### src/rtl/adc_rd_pkg.sv
package adc_rd_pkg;

    localparam int FRAME_W   = 8;
    localparam int N_FRAMES  = 2;
    localparam int RES_W     = 10;
    localparam int XFER_W    = FRAME_W * N_FRAMES;
    localparam int BITCNT_W  = $clog2(XFER_W + 1);
    localparam int OFS_W     = RES_W + 1;
    localparam int DIFF_W    = RES_W + 2;

    typedef logic [FRAME_W-1:0]        frame_t;
    typedef logic [RES_W-1:0]          code_t;
    typedef logic signed [OFS_W-1:0]   ofs_t;

    typedef enum logic {
        RD_IDLE = 1'b0,
        RD_XFER = 1'b1
    } rd_state_e;

    typedef struct packed {
        rd_state_e state;
        logic      cs_n;
        ofs_t      ofs;
    } rd_ctrl_t;

    // Subtract a signed offset and clamp to the code range.
    function automatic code_t sat_sub(code_t raw, ofs_t ofs);
        logic signed [DIFF_W-1:0] d;
        d = $signed({2'b00, raw}) - $signed({{(DIFF_W-OFS_W){ofs[OFS_W-1]}}, ofs});
        if (d[DIFF_W-1])
            return '0;
        else if (d[RES_W])
            return '1;
        else
            return d[RES_W-1:0];
    endfunction

endpackage

### src/rtl/adc_rd_sclk_gen.sv
module adc_rd_sclk_gen #(
    parameter int HALF_DIV = 2
) (
    input  logic clk,
    input  logic rst,
    input  logic run,
    output logic sclk,
    output logic rise_evt,
    output logic fall_evt
);
    localparam int DW = (HALF_DIV > 1) ? $clog2(HALF_DIV) : 1;

    logic [DW-1:0] cnt_q;
    logic          wrap;

    assign wrap     = (cnt_q == DW'(HALF_DIV - 1));
    assign rise_evt = run && wrap && !sclk;
    assign fall_evt = run && wrap && sclk;

    always_ff @(posedge clk) begin
        if (rst || !run) begin
            cnt_q <= '0;
            sclk  <= 1'b0;
        end else if (wrap) begin
            cnt_q <= '0;
            sclk  <= ~sclk;
        end else begin
            cnt_q <= cnt_q + DW'(1);
        end
    end
endmodule

### src/rtl/adc_rd_shifter.sv
module adc_rd_shifter
    import adc_rd_pkg::*;
(
    input  logic   clk,
    input  logic   rst,
    input  logic   load,
    input  frame_t cmd,
    input  logic   rise_evt,
    input  logic   fall_evt,
    input  logic   miso,
    output logic   mosi,
    output code_t  raw_code,
    output logic   last_fall
);
    logic [XFER_W-1:0]   tx_q;
    logic [XFER_W-1:0]   tx_init;
    code_t               rx_q;
    logic [BITCNT_W-1:0] cnt_q;

    // Frame 0 carries the command, every later frame is zero.
    for (genvar f = 0; f < N_FRAMES; f++) begin : g_frame
        if (f == 0) begin : g_cmd
            assign tx_init[XFER_W-1 -: FRAME_W] = cmd;
        end else begin : g_zero
            assign tx_init[XFER_W-1-f*FRAME_W -: FRAME_W] = '0;
        end
    end

    always_ff @(posedge clk) begin
        if (rst) begin
            tx_q  <= '0;
            rx_q  <= '0;
            cnt_q <= '0;
        end else if (load) begin
            tx_q  <= tx_init;
            cnt_q <= '0;
        end else begin
            if (rise_evt) begin
                // Only the last RES_W bits are kept: leading bits fall off.
                rx_q  <= {rx_q[RES_W-2:0], miso};
                cnt_q <= cnt_q + BITCNT_W'(1);
            end
            if (fall_evt) begin
                tx_q <= {tx_q[XFER_W-2:0], 1'b0};
            end
        end
    end

    assign mosi      = tx_q[XFER_W-1];
    assign raw_code  = rx_q;
    assign last_fall = fall_evt && (cnt_q == BITCNT_W'(XFER_W));
endmodule

### src/rtl/adc_rd_correct.sv
module adc_rd_correct
    import adc_rd_pkg::*;
(
    input  code_t raw_code,
    input  ofs_t  ofs,
    output code_t corrected
);
    always_comb begin
        corrected = sat_sub(raw_code, ofs);
    end
endmodule

### src/rtl/serial_adc_reader.sv
module serial_adc_reader
    import adc_rd_pkg::*;
#(
    parameter int HALF_DIV = 2
) (
    input  logic              clk,
    input  logic              rst,
    input  logic              start,
    input  logic [7:0]        cmd_byte,
    input  logic signed [10:0] offset,
    input  logic              miso,
    output logic              cs_n,
    output logic              sclk,
    output logic              mosi,
    output logic [9:0]        result,
    output logic              done
);
    rd_ctrl_t ctrl_q;
    code_t    result_q;
    logic     done_q;
    logic     run;
    logic     accept;
    logic     rise_evt;
    logic     fall_evt;
    logic     last_fall;
    code_t    raw_code;
    code_t    corrected;

    assign run    = (ctrl_q.state == RD_XFER);
    assign accept = (ctrl_q.state == RD_IDLE) && start;

    adc_rd_sclk_gen #(.HALF_DIV(HALF_DIV)) u_sclk (
        .clk      (clk),
        .rst      (rst),
        .run      (run),
        .sclk     (sclk),
        .rise_evt (rise_evt),
        .fall_evt (fall_evt)
    );

    adc_rd_shifter u_shift (
        .clk       (clk),
        .rst       (rst),
        .load      (accept),
        .cmd       (cmd_byte),
        .rise_evt  (rise_evt),
        .fall_evt  (fall_evt),
        .miso      (miso),
        .mosi      (mosi),
        .raw_code  (raw_code),
        .last_fall (last_fall)
    );

    adc_rd_correct u_corr (
        .raw_code  (raw_code),
        .ofs       (ctrl_q.ofs),
        .corrected (corrected)
    );

    always_ff @(posedge clk) begin
        if (rst) begin
            ctrl_q.state <= RD_IDLE;
            ctrl_q.cs_n  <= 1'b1;
            ctrl_q.ofs   <= '0;
            result_q     <= '0;
            done_q       <= 1'b0;
        end else begin
            done_q <= 1'b0;
            case (ctrl_q.state)
                RD_IDLE: begin
                    if (start) begin
                        ctrl_q.state <= RD_XFER;
                        ctrl_q.cs_n  <= 1'b0;
                        ctrl_q.ofs   <= offset;
                    end
                end
                RD_XFER: begin
                    if (last_fall) begin
                        ctrl_q.state <= RD_IDLE;
                        ctrl_q.cs_n  <= 1'b1;
                        result_q     <= corrected;
                        done_q       <= 1'b1;
                    end
                end
                default: ctrl_q.state <= RD_IDLE;
            endcase
        end
    end

    assign cs_n   = ctrl_q.cs_n;
    assign result = result_q;
    assign done   = done_q;
endmodule

### config.mk
export PLATFORM = sky130hd
export DESIGN_NAME = serial_adc_reader
export DESIGN_NICKNAME = d
export VERILOG_FILES = /design/src/rtl/adc_rd_pkg.sv /design/src/rtl/adc_rd_sclk_gen.sv /design/src/rtl/adc_rd_shifter.sv /design/src/rtl/adc_rd_correct.sv /design/src/rtl/serial_adc_reader.sv
export SDC_FILE = /design/constraint.sdc
export NUM_CORES = 1
export LEC_CHECK = 0
export ABC_AREA = 1
export CORE_MARGIN = 2
export CORE_UTILIZATION = 49
export DETAILED_ROUTE_END_ITERATION = 6
export PLACE_DENSITY = 0.73
export RECOVER_POWER = 50
export SETUP_SLACK_MARGIN = 0.1
export SLEW_MARGIN = 20
export SYNTH_ARGS = -nofsm -noshare
export SYNTH_HDL_FRONTEND = slang
export SYNTH_SLANG_ARGS = --single-unit
### constraint.sdc
create_clock -name clk -period 2.25 [get_ports clk]
set_input_delay 0.45 -clock clk [delete_from_list [all_inputs] [get_ports clk]]
set_output_delay 0.45 -clock clk [all_outputs]
set_load 0.03 [all_outputs]
==> qor.csv, run 1 <==
stage,metric,value,unit
floorplan,Die ar.,5500,um^2
detailed_routing,Final ANT Viol Nets,0,
worst_setup_path,CP arrival,2.13,ns
floorplan,Core Area,4720,um^2
clock_tree,CTS Hold Bufs,0,
placed_design,Post-DP HPWL,3850,um
pwr,leakage,1.31,nW
clock_tree,Max Buffers Root-to-Sink,2,
sta,Tightest Pin Transition,0.596,ns
grt,vias in the first global route,1976,
placed_design,Placed Area,2850,um^2
clock_tree,total CTS buffers,5,
detailed_routing,drt initial violations,106,
synthesis,syn avg cell area,7.12,um^2
floorplan,Die H,74.2,um
floorplan,Die Wd,74.2,um
detailed_routing,routed via count,2169,
floorplan,effective utilization at floorplan,51.1,%
clock_tree,Worst-Skew Late Latency,0.30,ns
synthesis,mapped cell area,2410,um^2
clock_tree,total setup buffers inserted after CTS,0,
sta,Fin Setup TNS,0,ns
sta,RSZ-0062 raised after global routing,false,
grt,Tot GR Track Use,19.5,%
final_layout,"most common cell after layout, fill and taps aside",nand2_1,
min_path,Worst Hold Class,reg2reg,
grt,pin count of the biggest net entering global routing,23,
worst_setup_path,CP cell instances,dlygate4sd3_1 > nand2_1 > inv_1 > nor2_1 > inv_1 > nor3_1,
sta,Max Slew Vio Count,0,
final_layout,ant diodes,0,
sta,final hold vios,0,
sta,Worst Skew,0.00801,ns
sta,Final period util,84.5,%
worst_setup_path,Worst EP required,2.48,ns
worst_setup_path,crit path max fanout,12,
synthesis,Yosys reg bits,49,
detailed_routing,DRT Wirelength,4930,um
synthesis,synth unique cells,28,
placed_design,Placer Congestion,0.941,
placed_design,worst slack at placement,0.357,ns
pwr,Worst VDD drop,0.000398,V
clock_tree,CTS sink cnt,49,
final_layout,post-route cell area,2930,um^2
detailed_routing,mean number of vias per cell,4.86,
sta,final critical-path setup slack,0.349,ns
clock_tree,CTS tree,done,
synthesis,post-synthesis sequential area ratio,40.7,%
worst_setup_path,startpoint types,primary input,
detailed_routing,drt pass-1 iters,4,
floorplan,I/O pin cnt,37,
final_layout,# nets final,414,
synthesis,Synth Warn #,0,
worst_setup_path,"slowest stage delay, CP",0.53,ns
worst_setup_path,kind of critical path,in2reg,
clock_tree,H-Tree Depth,2,
sta,final-report setup violation count,0,
pwr,Overall Power,0.00191,W
sta,relative slew slack,60.3,%
clock_tree,clock tree root buffer cell,clkbuf_8,
final_layout,layout cells sized above 1,6.33,%
synthesis,"Net Count, Synth",375,
grt,first-pass GRT wire length,8430,um
pwr,PwrDens,652,nW/um^2
detailed_routing,Residual DRC,0,
run_status,outcome,completed,
final_layout,most frequent cells in the layout,"nand2_1, dfxtp_1, nor2_1, inv_1, clkdlybuf4s50_1",
placed_design,Buffers on Ports,36,
sta,post-layout min period,1.90,ns
final_layout,Syn-to-layout area delta,21.3,%
flow_run,Max Cap Viol,0,
worst_setup_path,Top Family by Delay on Critical Path,buffers and inverters,
clock_tree,post-cts sizing count,0,
worst_setup_path,crit path capture type,flop,
worst_setup_path,CP bufs+invs,3,
grt,antenna violations before repair,0,
grt,total grt overflow,0,
sta,Max Clock Freq,526,MHz
worst_setup_path,critical path's slowest cell,dlygate4sd3_1,
detailed_routing,WL per Instance,11.1,um
clock_tree,Worst-path clk slew,0.09,ns
worst_setup_path,most frequent CP cell,inv_1,
synthesis,Synth Instances,339,
floorplan,Core Rows,25,
## stage by stage
step	std cells	hold slack (ns)	utilization (%)
finish	446	0.453	62.0
global route	446	0.465	62.0
CTS	446	0.457	62.1
detailed placement	438	0.439	60.3
global placement	438	0.436	60.3
floorplan	339	0.425	-
## power by group
group / internal, W / total, W / switching, W
sequential: 0.000905 / 0.000926 / 0.0000212
clock: 0.000222 / 0.000517 / 0.000295
combinational: 0.000189 / 0.000465 / 0.000276
## cell type report
class / instances / area, um^2
clock inverter: 2 / 13.8
multi-input combinational: 241 / 1230
fill: 441 / 1800
clock buffer: 6 / 72.6
inverter: 41 / 154
sequential: 49 / 981
timing repair buffer: 40 / 387
tap: 67 / 83.8
## per-layer routing
metal	vias to the layer above	share of wire [%]	global-route usage (%)	wire length, um
met5	-	0	0	0
met2	45	43	29.9	2110
met4	0	1.8	6.46	87
li1	1156	-	-	-
met3	7	4.0	4.07	195
met1	961	52	27.5	2540
## tightest hold or removal path, stage by stage, from the launching register on
cell	delay [ns]
dfxtp_1	0.32
nand2_1	0.06
nand2_1	0.04
## flip-flops by register name (all words and copies together), names as in the netlist
signal / count
cs_n: 1
ctrl_q: 11
done: 1
result: 10
run: 1
u_sclk.cnt_q: 1
u_sclk.sclk: 1
u_shift.cnt_q: 5
u_shift.raw_code: 10
u_shift.tx_q: 8
## kinds of logic after synthesis
family          count (synthesis)  synth area share, %
compound gates                 49                 10.9
xor+xnor                        8                 2.90
fa+ha+maj                      13                 7.05
buf+inv                        49                 7.94
flops                          49                 40.7
simple gates                  171                 30.5
## cells in the mapped netlist
library cell  count  share of area (%)
and2_4            1               0.36
a31oi_1           5                1.3
nor3_4            1               0.67
o21ai_2           1               0.36
fa_1              1               0.83
inv_1            37                5.8
o22ai_1           1               0.26
inv_2             4               0.62
xnor2_1           5                1.8
nand3_2           3                1.2
nand4_1           4                1.0
nor2_2            4                1.0
xor2_1            3                1.1
a21oi_1          15                3.1
nor2_1           39                6.1
nor3_1            2               0.41
nand2_1          94                 15
o221ai_1          1               0.36
a221oi_1          1               0.36
ha_1             12                6.2
buf_6             1               0.47
o21ai_0          24                5.0
clkbuf_1          7                1.1
o21ai_1           1               0.21
dfxtp_1          49                 41
nand2_2           3               0.78
nand3b_1          1               0.31
nand3_1          19                3.9
## final timing paths
check                 start               end  slack [ns]  cells past startpoint
setup reg to reg  ctrl_q[2]         result[9]        0.39                     10
hold reg to reg   result[4]         result[4]        0.45                      2
setup / recovery      start  u_shift.cnt_q[0]        0.35                      6
hold / removal    result[4]         result[4]        0.45                      2
No activity file was read; power rests on OpenSTA's default activity.
==> inputs of run 2 (changes only) <==
- CORE_UTILIZATION: 49 -> 48
- PLACE_DENSITY: 0.73 -> 0.74
- clock period: 2.25 -> 1.6 ns (I/O delays scaled with it)
==> run 2 against run 1 <==
Against the previous run:
- the flow now finishes with violations (setup timing)
- utilization is 12 points higher
- combinational power is 110% higher
- non-clock buffer count up 49
- clock-buffer cell count up 1
- sequential cell count did not move
- die area increased by 2.0%
- register-to-register slack worse by 0.60 ns
- setup slack lost 0.56 ns
==> qor.csv, run 2 (synthesis results as in run 1) <==
stage,metric,value,unit
sta,final-report setup violation count,10,
grt,Tot GR Track Use,23.0,%
clock_tree,CTS tree,done,
clock_tree,Worst-path clk slew,0.09,ns
worst_setup_path,crit path max fanout,4,
detailed_routing,Final ANT Viol Nets,0,
sta,final critical-path setup slack,-0.214,ns
floorplan,Core Rows,25,
worst_setup_path,R2R depth,13,
grt,pin count of the biggest net entering global routing,23,
final_layout,post-route cell area,3540,um^2
final_layout,most frequent cells in the layout,"nand2_1, buf_4, dfxtp_1, nor2_1, inv_1",
worst_setup_path,CP arrival,2.06,ns
sta,final hold vios,0,
worst_setup_path,crit path capture type,flop,
pwr,NetSw,0.000966,W
worst_setup_path,Worst EP required,1.85,ns
final_layout,Top reg by flops,ctrl_q,
pwr,Internal,0.00205,W
clock_tree,Max Buffers Root-to-Sink,2,
pwr,Clock Power Share,23.9,%
floorplan,Die Wd,74.9,um
sta,Tightest Pin Transition,0.440,ns
detailed_routing,Residual DRC,0,
placed_design,Buffers on Ports,36,
worst_setup_path,Critical Path End,result[6],
floorplan,effective utilization at floorplan,50.4,%
grt,vias in the first global route,2231,
worst_setup_path,kind of critical path,reg2reg,
detailed_routing,drt pass-1 iters,4,
final_layout,ant diodes,0,
placed_design,Placer Congestion,0.892,
placed_design,Post-DP HPWL,4350,um
flow_run,Max Cap Viol,0,
floorplan,Die H,74.9,um
sta,Worst Skew,0.00723,ns
sta,Max Slew Vio Count,0,
final_layout,Final Util,73.9,%
pwr,Worst VDD drop,0.000531,V
run_status,outcome,"complete, but fails checks",
pwr,sw frac,32.0,%
worst_setup_path,critical path launch point,ctrl_q[4],
floorplan,Core Area,4790,um^2
sta,RSZ-0062 raised after global routing,true,
pwr,PwrDens,853,nW/um^2
worst_setup_path,startpoint types,flop,
worst_setup_path,Worst R2R Start,ctrl_q[4],
detailed_routing,routed via count,2527,
final_layout,Syn-to-layout area delta,46.6,%
final_layout,fill count,379,
sta,Final period util,113,%
grt,first-pass GRT wire length,10000,um
sta,hold_ws,0.447,ns
floorplan,I/O pin cnt,37,
clock_tree,clock tree root buffer cell,clkbuf_8,
final_layout,layout cells sized above 1,28.4,%
detailed_routing,mean number of vias per cell,5.09,
sta,Max Clock Freq,551,MHz
grt,antenna violations before repair,0,
worst_setup_path,Critical R2R Capture,result[6],
sta,post-layout min period,1.81,ns
clock_tree,H-Tree Depth,2,
clock_tree,Worst-Skew Late Latency,0.30,ns
detailed_routing,drt initial violations,202,
pwr,sequential share of power,43.4,%
detailed_routing,DRT Wirelength,6650,um
detailed_routing,WL per Instance,13.4,um
min_path,Worst Hold Class,reg2reg,
final_layout,max reg flops,11,
grt,total grt overflow,0,
final_layout,"most common cell after layout, fill and taps aside",nand2_1,
sta,relative slew slack,70.7,%
clock_tree,total CTS buffers,5,
clock_tree,CTS sink cnt,49,
run_status,failing checks,setup timing,
worst_setup_path,Worst R2R Setup Slack,-0.21,ns
pwr,Gate power share,32.6,%
pwr,leakage,1.65,nW
placed_design,Placed Area,3230,um^2
final_layout,# nets final,464,
floorplan,Die ar.,5610,um^2
-- run 2: metrics by stage --
stage                     setup slack (ns)  cells  setup TNS, ns  total power, W
after floorplan                    0.00738    339              0         0.00185
after global placement              -0.123    477          -1.15         0.00213
after detailed placement            -0.142    477          -1.33         0.00215
after CTS                          -0.0850    487         -0.700         0.00289
after global routing                -0.320    496          -3.17         0.00318
final                               -0.214    496          -1.87         0.00302
-- run 2: worst max-delay path, cell delays in order, from the launching register on --
cell	delay, ns
dfxtp_2	0.35
inv_2	0.05
ha_4	0.29
nand2_2	0.07
inv_2	0.06
nand2_2	0.04
nor2_1	0.12
nand2_1	0.09
nand3_2	0.09
nor2_4	0.05
nor3_4	0.23
clkbuf_16	0.21
nand2_1	0.05
nand2_1	0.04
-- run 2: repair_timing --
| action | in CTS | in global routing |
|---|---|---|
| hold buffers | 0 | 0 |
| gates cloned | 0 | 2 |
| endpoints found under the setup margin | 24 | 11 |
| gates resized for setup | 28 | 31 |
| buffers inserted | 2 | 7 |
| pin swaps | 8 | 23 |
| endpoints found under the hold margin | 0 | 0 |
-- run 2: how the worst min path moves through the flow --
stage                     from              end  slack [ns]  cells past startpoint
2_1_floorplan  u_shift.tx_q[9]  u_shift.tx_q[9]        0.43                      2
6_report             result[9]        result[9]        0.45                      2
3_3_place_gp         result[8]        result[8]        0.44                      2
3_5_place_dp         result[9]        result[9]        0.44                      2
4_1_cts              result[9]        result[9]        0.45                      2
5_1_grt              result[4]        result[4]        0.47                      2
-- run 2: layout make-up --
type	count	area, um^2	share of cell area, %
multi-input cells	242	1450	41.1
flip-flops and latches	49	992	28.1
repair buffers	89	768	21.7
inverters	41	154	4.35
well taps	67	83.8	2.37
clock buffers	7	76.3	2.16
clock inverters	1	7.51	0.212
-- run 2: power groups by stage --
stage | Clock (W) | Sequential, W | Combinational (W)
finish | 0.000722 | 0.00131 | 0.000983
detailed placement | 0 | 0.00133 | 0.000815
global placement | 0 | 0.00133 | 0.000803
CTS | 0.000729 | 0.00131 | 0.000857
global route | 0.000785 | 0.00132 | 0.00108
floorplan | 0 | 0.00134 | 0.000518
-- run 2: metal layers --
| metal | part of all wire [%] | global-route usage [%] | vias to the layer above |
|---|---|---|---|
| met1 | 45 | 32.2 | 1158 |
| li1 | - | - | 1261 |
| met3 | 4.2 | 2.95 | 20 |
| met4 | 3.2 | 6.94 | 0 |
| met5 | 0 | 0 | - |
| met2 | 48 | 37.3 | 88 |
